<file path="config.mk">
export PLATFORM = sky130hd
export DESIGN_NAME = pkt_cmd_launcher
export DESIGN_NICKNAME = d
export VERILOG_FILES = /design/src/rtl/pktcmd_pkg.sv /design/src/rtl/pktcmd_timer.sv /design/src/rtl/pktcmd_status_eval.sv /design/src/rtl/pkt_cmd_launcher.sv
export SDC_FILE = /design/constraint.sdc
export NUM_CORES = 1
export LEC_CHECK = 0
export ABC_AREA = 1
export BUFFER_PORTS_ARGS = -buffer_cell sky130_fd_sc_hd__buf_2
export CAP_MARGIN = 20
export CORE_UTILIZATION = 55
export DETAILED_ROUTE_END_ITERATION = 12
export PLACE_DENSITY = 0.78
export RECOVER_POWER = 100
export SLEW_MARGIN = 20
export SYNTH_ARGS = -nofsm -noshare
export SYNTH_HDL_FRONTEND = slang
export SYNTH_HIERARCHICAL = 1
export SYNTH_SLANG_ARGS = --single-unit
</file>
<file path="constraint.sdc">
create_clock -name clk -period 5.4 [get_ports clk]
set_input_delay 0.27 -clock clk [delete_from_list [all_inputs] [get_ports clk]]
set_output_delay 0.27 -clock clk [all_outputs]
set_load 0.01 [all_outputs]
</file>
<file path="src/rtl/pktcmd_pkg.sv">
`timescale 1ns/1ps
package pktcmd_pkg;

    typedef enum logic [3:0] {
        ST_IDLE,
        ST_PRE_BSY,
        ST_SEL_WR,
        ST_SEL_SETTLE,
        ST_SEL_BSY,
        ST_WR_CTL,
        ST_WR_BCLO,
        ST_WR_BCHI,
        ST_WR_SECT,
        ST_WR_CNT,
        ST_WR_FEAT,
        ST_WR_CMD,
        ST_CMD_SETTLE,
        ST_POLL,
        ST_DONE
    } seq_state_t;

    typedef enum logic [1:0] {
        RES_LAUNCHED = 2'd0,
        RES_POLLED   = 2'd1,
        RES_BUSY     = 2'd2,
        RES_RSVD     = 2'd3
    } seq_result_t;

    // register addresses decoded by the device side
    localparam logic [3:0] TF_DEVCTL = 4'd0;
    localparam logic [3:0] TF_DRVHD  = 4'd1;
    localparam logic [3:0] TF_BCLO   = 4'd2;
    localparam logic [3:0] TF_BCHI   = 4'd3;
    localparam logic [3:0] TF_SECT   = 4'd4;
    localparam logic [3:0] TF_CNT    = 4'd5;
    localparam logic [3:0] TF_FEAT   = 4'd6;
    localparam logic [3:0] TF_CMD    = 4'd7;
    localparam logic [3:0] TF_STATUS = 4'd8;

    // status bit positions
    localparam int SB_BSY = 7;
    localparam int SB_DF  = 5;
    localparam int SB_DRQ = 3;
    localparam int SB_ERR = 0;

    localparam logic [7:0] DEVCTL_IRQ_ON = 8'h08;
    localparam logic [7:0] FEAT_DMA      = 8'h01;
    localparam logic [7:0] FEAT_PIO      = 8'h00;

    typedef struct packed {
        logic [7:0]  drvhd;
        logic [15:0] bcount;
        logic [7:0]  sector;
        logic [7:0]  count;
        logic [7:0]  opcode;
        logic        dma;
        logic        poll;
        logic        prewait;
    } cmd_desc_t;

endpackage

</file>
<file path="src/rtl/pktcmd_timer.sv">
`timescale 1ns/1ps
module pktcmd_timer #(
    parameter int W = 8
) (
    input  logic         clk,
    input  logic         rst_n,
    input  logic         restart,
    output logic [W-1:0] cnt
);
    localparam logic [W-1:0] CNT_MAX = '1;

    always_ff @(posedge clk or negedge rst_n) begin
        if (!rst_n) begin
            cnt <= '0;
        end else if (restart) begin
            cnt <= '0;
        end else if (cnt != CNT_MAX) begin
            cnt <= cnt + 1'b1;
        end
    end

    // every state entry starts its window from zero
    assert_restart_clears_R10: assert property (@(posedge clk) disable iff (!rst_n)
        restart |=> (cnt == '0));

endmodule

</file>
<file path="src/rtl/pktcmd_status_eval.sv">
`timescale 1ns/1ps
module pktcmd_status_eval
    import pktcmd_pkg::*;
(
    input  logic [7:0] status,
    output logic       bsy,
    output logic       poll_hit
);
    logic any_flag;

    always_comb begin
        bsy      = status[SB_BSY];
        any_flag = status[SB_DRQ] | status[SB_ERR] | status[SB_DF];
        poll_hit = !bsy && any_flag;
    end

endmodule

</file>
<file path="src/rtl/pkt_cmd_launcher.sv">
`timescale 1ns/1ps
module pkt_cmd_launcher
    import pktcmd_pkg::*;
#(
    parameter int unsigned CLK_HZ     = 100_000_000,
    parameter int unsigned BSY_TMO_US = 5_000_000,
    parameter int unsigned DRQ_TMO_US = 4_000_000,
    parameter int unsigned SETTLE_NS  = 400
) (
    input  logic        clk,
    input  logic        rst_n,
    input  logic        start,
    input  logic        pre_wait_en,
    input  logic        poll_drq,
    input  logic        dma_en,
    input  logic [7:0]  drvhd,
    input  logic [15:0] bcount,
    input  logic [7:0]  sector,
    input  logic [7:0]  count,
    input  logic [7:0]  opcode,
    output logic        reg_wr,
    output logic        reg_rd,
    output logic [3:0]  reg_addr,
    output logic [7:0]  reg_wdata,
    input  logic [7:0]  reg_rdata,
    output logic        done,
    output logic [1:0]  result,
    output logic        err_flag
);
    localparam longint unsigned HZ         = 64'(CLK_HZ);
    localparam longint unsigned SETTLE_RAW = (HZ * 64'(SETTLE_NS) + 64'd999_999_999) / 64'd1_000_000_000;
    localparam longint unsigned SETTLE_CYC = (SETTLE_RAW == 64'd0) ? 64'd1 : SETTLE_RAW;
    localparam longint unsigned BSY_RAW    = HZ * 64'(BSY_TMO_US) / 64'd1_000_000;
    localparam longint unsigned BSY_CYC    = (BSY_RAW == 64'd0) ? 64'd1 : BSY_RAW;
    localparam longint unsigned DRQ_RAW    = HZ * 64'(DRQ_TMO_US) / 64'd1_000_000;
    localparam longint unsigned DRQ_CYC    = (DRQ_RAW == 64'd0) ? 64'd1 : DRQ_RAW;
    localparam longint unsigned MAX_A      = (BSY_CYC > DRQ_CYC) ? BSY_CYC : DRQ_CYC;
    localparam longint unsigned MAX_CYC    = (MAX_A > SETTLE_CYC) ? MAX_A : SETTLE_CYC;
    localparam int              CW         = $clog2(MAX_CYC + 64'd1) + 1;

    localparam logic [CW-1:0] SETTLE_LAST = CW'(SETTLE_CYC - 64'd1);
    localparam logic [CW-1:0] BSY_LAST    = CW'(BSY_CYC - 64'd1);
    localparam logic [CW-1:0] DRQ_LAST    = CW'(DRQ_CYC - 64'd1);

    seq_state_t  state_q, state_nxt;
    seq_result_t res_q, res_nxt;
    logic        err_q, err_nxt;
    cmd_desc_t   desc_q;
    logic        st_bsy, st_hit;
    logic        tmr_restart;
    logic [CW-1:0] tmr_cnt;

    pktcmd_status_eval u_stat (
        .status   (reg_rdata),
        .bsy      (st_bsy),
        .poll_hit (st_hit)
    );

    assign tmr_restart = (state_nxt != state_q);

    pktcmd_timer #(.W(CW)) u_tmr (
        .clk     (clk),
        .rst_n   (rst_n),
        .restart (tmr_restart),
        .cnt     (tmr_cnt)
    );

    // next-state and result selection
    always_comb begin
        state_nxt = state_q;
        res_nxt   = RES_LAUNCHED;
        err_nxt   = 1'b0;
        unique case (state_q)
            ST_IDLE: begin
                if (start) state_nxt = pre_wait_en ? ST_PRE_BSY : ST_SEL_WR;
            end
            ST_PRE_BSY: begin
                if (!st_bsy) begin
                    state_nxt = ST_SEL_WR;
                end else if (tmr_cnt == BSY_LAST) begin
                    state_nxt = ST_DONE;
                    res_nxt   = RES_BUSY;
                    err_nxt   = 1'b1;
                end
            end
            ST_SEL_WR:     state_nxt = ST_SEL_SETTLE;
            ST_SEL_SETTLE: begin
                if (tmr_cnt == SETTLE_LAST) state_nxt = ST_SEL_BSY;
            end
            ST_SEL_BSY: begin
                if (!st_bsy) begin
                    state_nxt = ST_WR_CTL;
                end else if (tmr_cnt == BSY_LAST) begin
                    state_nxt = ST_DONE;
                    res_nxt   = RES_BUSY;
                end
            end
            ST_WR_CTL:  state_nxt = ST_WR_BCLO;
            ST_WR_BCLO: state_nxt = ST_WR_BCHI;
            ST_WR_BCHI: state_nxt = ST_WR_SECT;
            ST_WR_SECT: state_nxt = ST_WR_CNT;
            ST_WR_CNT:  state_nxt = ST_WR_FEAT;
            ST_WR_FEAT: state_nxt = ST_WR_CMD;
            ST_WR_CMD:  state_nxt = ST_CMD_SETTLE;
            ST_CMD_SETTLE: begin
                if (tmr_cnt == SETTLE_LAST) begin
                    state_nxt = desc_q.poll ? ST_POLL : ST_DONE;
                    res_nxt   = RES_LAUNCHED;
                end
            end
            ST_POLL: begin
                if (st_hit || tmr_cnt == DRQ_LAST) begin
                    state_nxt = ST_DONE;
                    res_nxt   = RES_POLLED;
                end
            end
            ST_DONE:  state_nxt = ST_IDLE;
            default:  state_nxt = ST_IDLE;
        endcase
    end

    // state register, descriptor capture, result latch
    always_ff @(posedge clk or negedge rst_n) begin
        if (!rst_n) begin
            state_q <= ST_IDLE;
            res_q   <= RES_LAUNCHED;
            err_q   <= 1'b0;
            desc_q  <= '0;
        end else begin
            state_q <= state_nxt;
            if (state_q == ST_IDLE && start) begin
                desc_q <= '{drvhd: drvhd, bcount: bcount, sector: sector,
                            count: count, opcode: opcode, dma: dma_en,
                            poll: poll_drq, prewait: pre_wait_en};
            end
            if (state_nxt == ST_DONE && state_q != ST_DONE) begin
                res_q <= res_nxt;
                err_q <= err_nxt;
            end
        end
    end

    // port outputs decoded from the state
    always_comb begin
        reg_wr    = 1'b0;
        reg_rd    = 1'b0;
        reg_addr  = TF_DEVCTL;
        reg_wdata = 8'h00;
        unique case (state_q)
            ST_PRE_BSY, ST_SEL_BSY, ST_POLL: begin
                reg_rd   = 1'b1;
                reg_addr = TF_STATUS;
            end
            ST_SEL_WR: begin
                reg_wr = 1'b1; reg_addr = TF_DRVHD; reg_wdata = desc_q.drvhd;
            end
            ST_WR_CTL: begin
                reg_wr = 1'b1; reg_addr = TF_DEVCTL; reg_wdata = DEVCTL_IRQ_ON;
            end
            ST_WR_BCLO: begin
                reg_wr = 1'b1; reg_addr = TF_BCLO; reg_wdata = desc_q.bcount[7:0];
            end
            ST_WR_BCHI: begin
                reg_wr = 1'b1; reg_addr = TF_BCHI; reg_wdata = desc_q.bcount[15:8];
            end
            ST_WR_SECT: begin
                reg_wr = 1'b1; reg_addr = TF_SECT; reg_wdata = desc_q.sector;
            end
            ST_WR_CNT: begin
                reg_wr = 1'b1; reg_addr = TF_CNT; reg_wdata = desc_q.count;
            end
            ST_WR_FEAT: begin
                reg_wr = 1'b1; reg_addr = TF_FEAT;
                reg_wdata = desc_q.dma ? FEAT_DMA : FEAT_PIO;
            end
            ST_WR_CMD: begin
                reg_wr = 1'b1; reg_addr = TF_CMD; reg_wdata = desc_q.opcode;
            end
            default: ;
        endcase
    end

    assign done     = (state_q == ST_DONE);
    assign result   = res_q;
    assign err_flag = done && err_q;

    // reads and writes never share a cycle
    assert_rw_exclusive_R5: assert property (@(posedge clk) disable iff (!rst_n)
        !(reg_wr && reg_rd));

    // the byte-count low write directly follows the control write
    assert_ctl_then_params_R5: assert property (@(posedge clk) disable iff (!rst_n)
        (reg_wr && reg_addr == TF_BCLO) |-> $past(reg_wr && reg_addr == TF_DEVCTL));

    // silence after the drive/head write
    assert_sel_settle_R10: assert property (@(posedge clk) disable iff (!rst_n)
        (reg_wr && reg_addr == TF_DRVHD) |=> (!reg_wr && !reg_rd));

    // no access and no completion right after the command write
    assert_cmd_settle_R7: assert property (@(posedge clk) disable iff (!rst_n)
        (reg_wr && reg_addr == TF_CMD) |=> (!reg_wr && !reg_rd && !done));

    // completion is a single-cycle pulse
    assert_done_pulse_R9: assert property (@(posedge clk) disable iff (!rst_n)
        done |=> !done);

    // the error flag only accompanies a busy result
    assert_err_busy_R1: assert property (@(posedge clk) disable iff (!rst_n)
        err_flag |-> (done && result == RES_BUSY));

    // the reserved result code never completes
    assert_no_rsvd_R8: assert property (@(posedge clk) disable iff (!rst_n)
        done |-> (result != RES_RSVD));

endmodule

</file>
# Word-level counts from Yosys, hierarchy flattened
# Index checks and enable logic that the tools add are counted.
dict set report word_totals {
  word_cells 70
  register_bits 87
  in_bits 62
}
dict set report op_classes {
  n_reduce_logical 11
  bitwise_logic 2
  eq_ne 21
  n_addsub 1
  mux 24
}
# cell n
set ops {}
lappend ops {{$pmux W8 S8} 1}
lappend ops {{$eq A30 B29 Y1 const B} 2}
lappend ops {{$mux W30} 2}
lappend ops {{$pmux W4 S14} 1}
lappend ops {{$eq A4 B4 Y1 const B} 8}
lappend ops {{$pmux W4 S8} 1}
lappend ops {{$add A30 B1 Y30 const B} 1}
lappend ops {{$eq A30 B6 Y1 const B} 1}
lappend ops {{$ne A30 B30 Y1 const B} 1}
lappend ops {{$mux W4} 7}
lappend ops {{$eq A4 B3 Y1 const B} 4}
lappend ops {{$eq A4 B2 Y1 const B} 2}
lappend ops {{$mux W2} 4}
lappend ops {{$reduce_or A8 Y1} 1}
lappend ops {{$mux W1} 7}
lappend ops {{$eq A4 B1 Y1 const B} 1}
lappend ops {{$logic_and A1 B1 Y1} 4}
lappend ops {{$logic_not A4 Y1} 1}
lappend ops {{$ne A4 B4 Y1} 1}
lappend ops {{$ne A4 B4 Y1 const B} 1}
lappend ops {{$pmux W2 S2} 1}
lappend ops {{$reduce_or A3 Y1} 1}
lappend ops {{$or A1 B1 Y1} 2}
lappend ops {{$reduce_bool A2 Y1} 1}
lappend ops {{other kinds (3)} 3}

# Logic depth before layout (Yosys ltp)
# Gate-level depths: netlist (run 1).
dict set report depth {
  word_depth 8
  depth_mapped 19
  ltp_nobuf 17
}

# Cells and area by module
# Netlist (run 1), hierarchy kept.
# module cells_per_inst area_each_um2 n_inst seq_area_each_um2
set by_module_without_submodules {}
lappend by_module_without_submodules {pkt_cmd_launcher 370 3220.6 1 1426.4}
lappend by_module_without_submodules {pktcmd_timer 291 1895.6 1 750.7}
lappend by_module_without_submodules {pktcmd_status_eval 4 20.0 1 0.0}

# Worst setup path before layout (run 1)
# No wires, ideal clock.
dict set report synth_path {
  path_kind {reg2reg}
  from {register u_tmr.cnt[11]}
  to {register u_tmr.cnt[10]}
  path_stages_with_launch 17
  slack_ps 3100
  period_less_slack_ps 2300
  setup_ps 68
  t_arrival_ps 2231
  t_required_ps 5332
  n_path_buf 2
  path_cell_list {dfrtp_1 > nor2_1 > and2_1 > nand2_1 > nor2_1 > nand2_1 > nand2_1 > nand3_1 > nor2_1 > nand3_1 > nand2_1 > nand3_1 > inv_1 > clkbuf_1 > clkbuf_1 > nand3_1 > nand2_1}
}
dict set report synth_between {
  elab_chain_cells 6
  word_cells_on_any_way 15
  classes_between {eq/ne (5); mux (8); reduce/logical (2)}
}
# element line_no
set synth_lines {}
lappend synth_lines {{start: declaration} pktcmd_timer.sv:8} ;# output logic [W-1:0] cnt
lappend synth_lines {{start signal: assignment} pktcmd_timer.sv:18} ;# cnt <= cnt + 1'b1;
lappend synth_lines {{$eq A30 B29 Y1 (on tied branches)} {pkt_cmd_launcher.sv:80, pkt_cmd_launcher.sv:93, pkt_cmd_launcher.sv:112}}
lappend synth_lines {{$mux W4 / $logic_or A1 B1 Y1 (equally long branches)} {pkt_cmd_launcher.sv:80, pkt_cmd_launcher.sv:93, pkt_cmd_launcher.sv:112}}
lappend synth_lines {{$mux W4 (on tied branches)} {pkt_cmd_launcher.sv:91, pkt_cmd_launcher.sv:78, pkt_cmd_launcher.sv:112}}
lappend synth_lines {{$pmux W4 S14 (*)} pkt_cmd_launcher.sv:73} ;# unique case (state_q)
lappend synth_lines {{net state_nxt[0]} pkt_cmd_launcher.sv:45} ;# seq_state_t state_q, state_nxt;
lappend synth_lines {{$ne A4 B4 Y1 (*)} pkt_cmd_launcher.sv:59} ;# assign tmr_restart = (state_nxt != state_q);
lappend synth_lines {{net tmr_restart} pkt_cmd_launcher.sv:50} ;# logic tmr_restart;
lappend synth_lines {{$mux W30 / $reduce_bool A2 Y1 (equally long branches)} -}
# Mark *: on every way through the listed nets, which the timed path passes. The rest lies on a longest branch.
# A chain may end at the register's enable or synchronous reset.

# Final worst setup path (run 1)
dict set report layout_path {
  from {register state_q[0]}
  to {register u_tmr.cnt[1]}
}
dict set report layout_between {
  word_cells_on_any_way 25
  classes_between {eq/ne (14); mux (9); reduce/logical (2)}
}
# element line_no
set layout_rtl {}
lappend layout_rtl {{start: declaration} pkt_cmd_launcher.sv:45}
lappend layout_rtl {{start signal: assignment} pkt_cmd_launcher.sv:130} ;# state_q <= state_nxt;
lappend layout_rtl {{$eq A4 B4 Y1 (tied with other cells)} pkt_cmd_launcher.sv:73}
lappend layout_rtl {{$pmux W4 S14 (*)} pkt_cmd_launcher.sv:73}
lappend layout_rtl {{net state_nxt[1]} pkt_cmd_launcher.sv:45}
lappend layout_rtl {{$ne A4 B4 Y1 (*)} pkt_cmd_launcher.sv:59}
lappend layout_rtl {{net tmr_restart} pkt_cmd_launcher.sv:50}
lappend layout_rtl {{$mux W30 / $reduce_bool A2 Y1 (equally long branches)} -}
# Marks and branches as above.

==> results by group, run 1 <==
STA
  • Worst slew margin: -0.363
  • Post-route setup TNS: 0 ns
  • Setup-failing EPs final: 0
  • Slew Viols, Final: between 80 and 90
  • Final Hold Viols: 0
  • Final min period: roughly 3.8 ns
  • Worst Skew: between 0.01 and 0.015 ns
  • Slew @ Worst Pin: 2.04 ns
  • Fin crit share: 0.705
  • RSZ-0062 raised after global routing: false
  • Max frequency: 0.263 GHz
  • Setup ws final: between 1.5 and 2 ns

Die
  • Die span in x: 98.6 um
  • Die height: 98.6 um
  • Starting Density: 0.578
  • Row Count: 34
  • Core ar.: between 8000 and 9000 sq um
  • Ports: 80
  • Die area: 9730 sq um

Worst setup path
  • Crit-path slowest cell: nand3_1
  • Crit start category: register
  • Reg2Reg Depth: 15
  • CP Cell Sequence: clkinvlp_2 > nor2_1 > nand2_1 > a21oi_1 > nor2_1 > nand3_1 > nor2_1 > nand2_2 > nand2_1 > nand2_1 > nand3_1 > inv_1 > buf_4 > nand3_1 > o21ai_0
  • Reg2reg start: state_q[0]$_DFF_PN0_
  • R2R Path End: u_tmr/cnt[1]$_DFFE_PN0P_
  • Critical Path RT: between 5 and 6 ns
  • Worst Setup End Kind: register
  • Crit Path Max Fanout: 30
  • Kind of critical path: register to register
  • Worst R2R Setup Slack: ~1.6 ns
  • WP data arrival: 4.07 ns
  • CP peak stage delay: 0.83 ns

Place
  • Pre-CTS WS: between 2 and 2.5 ns
  • Dpl hpwl: 9220 um
  • GP Congestion: a little over 0.9
  • I/O Buffers: between 70 and 80

CTS
  • Clk slew on worst S/H paths: 0.10 ns
  • Root Driver: clkbuf_8
  • Maximum buffer depth of the clock tree: 2
  • CTS tree: yes
  • Post-CTS setup buffer count: 0
  • Num CTS Buffers: 9
  • Num Clock Sinks: 87
  • H-tree Lvls: 3
  • Worst-Skew Late Latency: 0.37 ns

Power
  • Cell area power density: between 400 and 500 nW/um^2
  • Pwr Total: around 2.4 mW
  • Pleak: approximately 2.8 nW
  • Max IR drop VDD: around 0.00024 V

GRT
  • Vias in the first global route: about 4500
  • First-pass GRT wire length: 20700 um
  • Initial antenna violation count: 0
  • Global Route Usage Sum: 0.268
  • Largest net degree at the start of global routing: 59
  • Overflow after GRT: 0

Yosys
  • Post-synth top area share: 0.424
  • Seq/Total Area, Yosys: 0.424
  • Synth Net Count: around 730
  • Yosys top cell by area: dfrtp_1
  • Post-synth EDFFs: 0
  • Area contributors post-synth: dfrtp_1 (42%), nand2_1 (16%), mux2_2 (9.9%), nand3_1 (6.6%), nor2_1 (5.9%)
  • Synthesis Warnings: 6
  • Mapped Avg Cell Area: 7.72 sq um
  • Yosys cell types: 35
  • Synthesized instance count: between 600 and 700
  • Ys async rst share: 1.00
  • Cell area after synthesis: just over 5000 sq um
  • Top_reg_cell synth: dfrtp_1
  • Yosys reg bits: 87

Drt
  • Drt drc: 0
  • Routed len/inst: 14.2 um
  • Initial DRC count: roughly 260
  • Final wirelength: around 12000 um
  • Drt via density: 5.49
  • Post-route ant nets: 0
  • Via count: 4688
  • 1st-pass router iterations: 5

Worst hold path
  • Hold path startpoint: count[6]
  • Hold worst-path end: desc_q[17]$_DFFE_PN0P_
  • Hold Crit Depth: 2
  • Hold Path Class: input port to register

Final layout
  • Share of layout cells above drive strength 1: 0.208
  • Synthesis-to-finish area growth: 10.9%
  • # nets final: between 800 and 900
  • Diodes inserted: 0

Status
  • Status: finished, violations left
  • Failing checks: capacitance limit, slew limit

Flow run
  • Total of max-cap violations: 2
[report_power, final]
group / internal, mW / leakage (nW) / switching [mW]
clock network: 0.180 / 0.0955 / 0.265
registers: 0.871 / 1.11 / 0.139
logic: 0.385 / 1.58 / 0.536
[cell families after synthesis]
group,Yosys count,synth area share
AOI/OAI and AO/OA,31,0.0392
adders and majority gates,1,0.00244
buffers and inverters,82,0.0660
DFF,87,0.424
muxes,50,0.110
and+or+nand+nor,414,0.359
[how the worst max path moves through the flow]
stage / slack [ns] / cells past startpoint / from / endpoint
2_1_floorplan: 3.10 / 16 / u_tmr/cnt[11]$_DFFE_PN0P_ / u_tmr/cnt[10]$_DFFE_PN0P_
3_3_place_gp: 2.38 / 15 / u_tmr/cnt[11]$_DFFE_PN0P_ / u_tmr/cnt[1]$_DFFE_PN0P_
3_5_place_dp: 2.30 / 15 / u_tmr/cnt[11]$_DFFE_PN0P_ / u_tmr/cnt[0]$_DFFE_PN0P_
4_1_cts: 2.26 / 15 / u_tmr/cnt[11]$_DFFE_PN0P_ / u_tmr/cnt[0]$_DFFE_PN0P_
5_1_grt: 1.21 / 15 / state_q[0]$_DFF_PN0_ / u_tmr/cnt[1]$_DFFE_PN0P_
6_report: 1.60 / 15 / state_q[0]$_DFF_PN0_ / u_tmr/cnt[1]$_DFFE_PN0P_
[metrics by stage]
stage,util,hold slack [ns],cell area [sq um],cells
after floorplan,-,-0.0256,5140,665
after global placement,0.629,0.218,5590,837
after detailed placement,0.629,0.221,5590,837
after CTS,0.652,0.0986,5790,854
after global routing,0.640,0.111,5690,854
final,0.640,0.108,5690,854
[worst max-delay path: cells and delay by family, from the launching register on]
family,cells,cell delay [ns]
buffers and inverters,3,0.67
flip-flops,1,0.50
AND/OR/NAND/NOR,10,1.91
AO/OA/AOI/OAI,2,0.59
[cells in the final DEF (no fill, tap or decap), types with 6 or more instances in the layout]
cell type / Yosys / routed
a221oi_1: 8 / 8
nand3_1: 68 / 70
nand4_1: 7 / 7
inv_2: 8 / 6
inv_1: 60 / 62
dfrtp_1: 87 / 87
buf_2: 5 / 62
a21oi_1: 6 / 6
clkbuf_1: 3 / 13
o21ai_0: 8 / 11
clkbuf_8: 0 / 9
or2_2: 9 / 9
nand2_1: 220 / 221
nor2_1: 81 / 87
mux2_2: 45 / 45
[cell type report]
class	instances	area (sq um)
Clock buffer	9	124
Clock inverter	7	70.1
Fill cell	792	3200
Inverter	69	260
Multi-Input combinational cell	496	2550
Sequential cell	87	2180
Tap cell	108	135
Timing Repair Buffer	78	382
[per-layer routing]
layer	global-route usage	wire length (um)	up-vias
met5	0	0	-
met4	0.107	354	0
met3	0.0475	714	34
met2	0.447	5750	145
met1	0.347	5350	2223
li1	-	-	2286
[synth_stat cells, types with 3 or more instances]
| master | count |
|---|---|
| buf_2 | 5 |
| mux2_2 | 45 |
| nand2_1 | 220 |
| nand4_1 | 7 |
| inv_2 | 8 |
| o21ai_1 | 3 |
| dfrtp_1 | 87 |
| nand2_4 | 3 |
| or2_2 | 9 |
| a21oi_1 | 6 |
| nor2_1 | 81 |
| nand2_2 | 3 |
| nor2_4 | 7 |
| nor2_2 | 5 |
| a221oi_1 | 8 |
| clkbuf_1 | 3 |
| inv_1 | 60 |
| nand3_1 | 68 |
| o21ai_0 | 8 |
| mux2_1 | 5 |
[registers in the layout, summed over array words and instances, names as in the netlist]
name	cells
desc_q	50
state_q	4
result	2
err_q	1
u_tmr/cnt	30
[repair_timing]
action                                 in CTS  in global routing
gates resized for setup                     0                  0
endpoints found under the hold margin      29                  0
hold buffers                                1                  0
(Power assumes the default switching activity.)
==> run 2, diff against run 1 <==
--- a/config.mk
+++ b/config.mk
@@ -5,7 +5,7 @@
 export SDC_FILE = /design/constraint.sdc
 export NUM_CORES = 1
 export LEC_CHECK = 0
-export ABC_AREA = 1
+export ABC_AREA = 0
 export BUFFER_PORTS_ARGS = -buffer_cell sky130_fd_sc_hd__buf_2
 export CAP_MARGIN = 20
 export CORE_UTILIZATION = 55
==> constraint.sdc (replaced) <==
create_clock -name clk -period 3.7 [get_ports clk]
set_input_delay 0.185 -clock clk [delete_from_list [all_inputs] [get_ports clk]]
set_output_delay 0.185 -clock clk [all_outputs]
set_load 0.01 [all_outputs]
==> run 2 against run 1 <==
  * The run still ends with capacitance limit, slew limit left
  * Count of clock-buffer cells in the layout is 1 higher
  * Utilization is 1.8 points higher
  * Synthesized area is 5.2% lower
  * Power is 53% higher
  * Clock skew is 0.0017 ns higher
  * Register-to-register slack worse by 0.95 ns
  * Synthesized cell count is 31% lower
  * Via count is 14% lower
  * Sequential power is 49% higher
  * Die area is 5.1% lower
  * Combinational power is 48% higher
  * Global-route usage is 1.5 points lower
  * Largest cell class unchanged
==> results by group, run 2 <==
Status
  • Status: finished, violations left (unchanged)
  • Failing checks: capacitance limit, slew limit (unchanged)

STA
  • Post-route setup TNS: 0 ns (unchanged)
  • Worst slew margin: -0.445 (was -0.363)
  • Setup-failing EPs final: 0 (unchanged)
  • Slew @ Worst Pin: 2.17 ns (was 2.04 ns)
  • Final min period: 3.05 ns (was 3.80 ns)
  • RSZ-0062 raised after global routing: false (unchanged)
  • Max frequency: 0.327 GHz (was 0.263 GHz)
  • Fin crit share: 0.826 (was 0.705)
  • Slew Viols, Final: 88 (was 82)
  • Worst Skew: 0.0129 ns (was 0.0113 ns)
  • Final Hold Viols: 0 (unchanged)

Worst setup path
  • Crit Path Max Fanout: 23 (was 30)
  • CP Cell Sequence: clkbuf_1 > a21o_1 > a2bb2oi_1 > a211oi_1 > a21oi_1 > o21ai_2 > clkbuf_1 > a311oi_1 (was clkinvlp_2 > nor2_1 > nand2_1 > a21oi_1 > nor2_1 > nand3_1 > nor2_1 > nand2_2 > nand2_1 > nand2_1 > nand3_1 > inv_1 > buf_4 > nand3_1 > o21ai_0)
  • Reg2reg start: state_q[1]$_DFF_PN0_ (was state_q[0]$_DFF_PN0_)
  • Crit start category: register (unchanged)
  • Worst Setup End Kind: register (unchanged)
  • Critical Path Start: state_q[1]$_DFF_PN0_ (was state_q[0]$_DFF_PN0_)
  • Critical path buffer and inverter count: 2 (was 3)
  • CP dominant cell by count: clkbuf_1
  • CP peak stage delay: 0.81 ns (was 0.83 ns)
  • Kind of critical path: register to register (unchanged)
  • Reg2Reg Depth: 8 (was 15)
  • R2R Path End: u_tmr/cnt[24]$_DFFE_PN0P_ (was u_tmr/cnt[1]$_DFFE_PN0P_)
  • Critical path's top delay family: compound AO/OA/AOI/OAI gates (was simple AND/OR/NAND/NOR gates)
  • WP depth: 8 (was 15)
  • Critical path destination: u_tmr/cnt[24]$_DFFE_PN0P_ (was u_tmr/cnt[1]$_DFFE_PN0P_)
  • Crit-path slowest cell: dfrtp_1 (was nand3_1)
  • Critical Path RT: 3.91 ns (was 5.66 ns)
  • Worst R2R Setup Slack: 0.65 ns (was 1.60 ns)
  • WP data arrival: 3.27 ns (was 4.07 ns)

GRT
  • Initial antenna violation count: 0 (unchanged)
  • First-pass GRT wire length: 17800 um (was 20700 um)
  • Vias in the first global route: 3785 (was 4531)
  • Overflow after GRT: 0 (unchanged)
  • Largest net degree at the start of global routing: 88 (was 59)
  • Global Route Usage Sum: 0.252 (was 0.268)

Die
  • Core ar.: 8380 sq um (was 8890 sq um)
  • Die span in x: 96.1 um (was 98.6 um)
  • Ports: 80 (unchanged)
  • Die area: 9230 sq um (was 9730 sq um)
  • Die height: 96.1 um (was 98.6 um)
  • Starting Density: 0.581 (was 0.578)
  • Row Count: 33 (was 34)

Final layout
  • Fillers: 701 (was 792)
  • Max FFs per register: 50 (unchanged)
  • Commonest non-fill, non-tap cell in the layout: dfrtp_1 (was nand2_1)
  • Synthesis-to-finish area growth: 13.3% (was 10.9%)
  • Most frequent cells in the layout: dfrtp_1 (87), buf_2 (58), mux2_2 (52) (was nand2_1 (221), nor2_1 (87), dfrtp_1 (87))
  • # nets final: 593 (was 804)
  • Final std cells w/o fill: 640 (was 854)
  • Area of the multi-input gates: 2530 sq um (was 2550 sq um)
  • Share of layout cells above drive strength 1: 0.279 (was 0.208)
  • Reg area: 2180 sq um (unchanged)
  • Diodes inserted: 0 (unchanged)
  • Top flop regs: desc_q (50), u_tmr/cnt (30), state_q (4) (unchanged)
  • Top reg by flops: desc_q (unchanged)

CTS
  • Maximum buffer depth of the clock tree: 2 (unchanged)
  • CTS tree: yes (unchanged)
  • Hold_buf cts: 0 (was 1)
  • Post_cts resized: 0 (unchanged)
  • Post-CTS setup buffer count: 0 (unchanged)
  • Clk slew on worst S/H paths: 0.10 ns (about the same)
  • Num CTS Buffers: 9 (unchanged)
  • H-tree Lvls: 3 (unchanged)
  • Root Driver: clkbuf_8 (unchanged)
  • Num Clock Sinks: 87 (unchanged)
  • Worst-Skew Late Latency: 0.36 ns (was 0.37 ns)

Yosys
  • Synth Net Count: 524 (was 728)
  • Seq/Total Area, Yosys: 0.447 (was 0.424)
  • Most common cell in the netlist: dfrtp_1 (was nand2_1)
  • Top_reg_cell synth: dfrtp_1 (unchanged)
  • Mapped Avg Cell Area: 10.6 sq um (was 7.72 sq um)
  • Ys async rst share: 1.00 (unchanged)
  • Area contributors post-synth: dfrtp_1 (45%), mux2_2 (12%), mux2i_1 (3.1%), nor2_1 (2.7%), nand2_1 (2.1%) (was dfrtp_1 (42%), nand2_1 (16%), mux2_2 (9.9%), nand3_1 (6.6%), nor2_1 (5.9%))
  • Top cells by count, synth: dfrtp_1 (87), mux2_2 (53), nor2_1 (35) (was nand2_1 (220), dfrtp_1 (87), nor2_1 (81))
  • Yosys top cell by area: dfrtp_1 (unchanged)
  • Cell area after synthesis: 4870 sq um (was 5140 sq um)
  • Synthesis Warnings: 6 (unchanged)
  • Post-synth EDFFs: 0 (unchanged)
  • Synthesized instance count: 461 (was 665)
  • Post-synth top area share: 0.447 (was 0.424)
  • Yosys cell types: 64 (was 35)
  • Yosys reg bits: 87 (unchanged)

Place
  • Placed Cells: 623 (was 837)
  • Dpl hpwl: 7940 um (was 9220 um)
  • GP Congestion: 0.965 (was 0.921)
  • I/O Buffers: 75 (unchanged)

Drt
  • Routed len/inst: 17.4 um (was 14.2 um)
  • Final wirelength: 11100 um (was 12200 um)
  • Post-route ant nets: 0 (unchanged)
  • Drt via density: 6.29 (was 5.49)
  • Via count: 4023 (was 4688)
  • Initial DRC count: 295 (was 262)
  • 1st-pass router iterations: 5 (unchanged)
  • Drt drc: 0 (unchanged)

Worst hold path
  • Hold Path Class: input port to register (unchanged)

Power
  • Pleak: 2.33 nW (was 2.78 nW)
  • Max IR drop VDD: 0.000395 V (was 0.000244 V)
  • Cell area power density: 658 nW/um^2 (was 417 nW/um^2)

Flow run
  • Total of max-cap violations: 1 (was 2)
==> run 2: final cells by class <==
type                       count  area share
timing repair buffer          83      0.0740
clock buffer                  10      0.0250
sequential                    87       0.395
clock inverter                 6      0.0177
multi-input combinational    341       0.459
inverter                       8     0.00544
tap                          105      0.0238
==> run 2: how the worst min path moves through the flow <==
stage / start / to / slack (ns) / depth (start not counted)
after floorplan: rst_n / desc_q[10]$_DFFE_PN0P_ / -0.11 / 0
after global placement: poll_drq / desc_q[1]$_DFFE_PN0P_ / 0.42 / 2
after detailed placement: count[0] / desc_q[11]$_DFFE_PN0P_ / 0.42 / 2
after CTS: count[0] / desc_q[11]$_DFFE_PN0P_ / 0.03 / 2
after global routing: bcount[11] / desc_q[38]$_DFFE_PN0P_ / 0.03 / 2
final: opcode[4] / desc_q[7]$_DFFE_PN0P_ / 0.04 / 2
==> run 2: kinds of logic (layout without fill, tap and decap cells) <==
logic type | count (synthesis) | in the layout | share of synthesized area
AOI/OAI and AO/OA | 90 | 90 | 0.133
adders and majority gates | 1 | 1 | 0.00257
and+or+nand+nor | 171 | 171 | 0.208
DFF | 87 | 87 | 0.447
buffers and inverters | 33 | 107 | 0.0321
xor gates and xnor gates | 9 | 9 | 0.0162
muxes | 70 | 70 | 0.160
==> run 2: worst reg2reg max path: stages (launching register included) <==
cell       delay [ns]
dfrtp_1          0.81
clkbuf_1         0.42
a21o_1           0.14
a2bb2oi_1        0.09
a211oi_1         0.30
a21oi_1          0.13
o21ai_2          0.60
clkbuf_1         0.34
a311oi_1         0.09
==> run 2: layer usage <==
metal  vias up  share of wire  global-route usage
li1       1890              -                   -
met1      1993           0.45               0.343
met2       125           0.49               0.410
met3        15          0.051              0.0340
met4         0          0.012              0.0970
met5         -              0                   0
==> run 2: power by group <==
part / switching, mW / leakage [nW] / total [mW] / internal [mW]
clock: 0.361 / 0.119 / 0.771 / 0.410
combinational: 0.724 / 1.09 / 1.36 / 0.636
sequential: 0.242 / 1.12 / 1.50 / 1.26
total: 1.33 / 2.33 / 3.63 / 2.30
==> run 2: stage by stage <==
step / power [mW] / instance area, sq um / hold WS [ns] / setup WS, ns / util
after floorplan: 2.47 / 4870 / -0.111 / 0.998 / -
after global placement: 2.87 / 5310 / 0.417 / 0.833 / 0.634
after detailed placement: 2.93 / 5310 / 0.421 / 0.766 / 0.634
after CTS: 3.70 / 5550 / 0.0254 / 0.749 / 0.662
after global routing: 3.89 / 5520 / 0.0300 / 0.381 / 0.658
final: 3.63 / 5520 / 0.0439 / 0.645 / 0.658
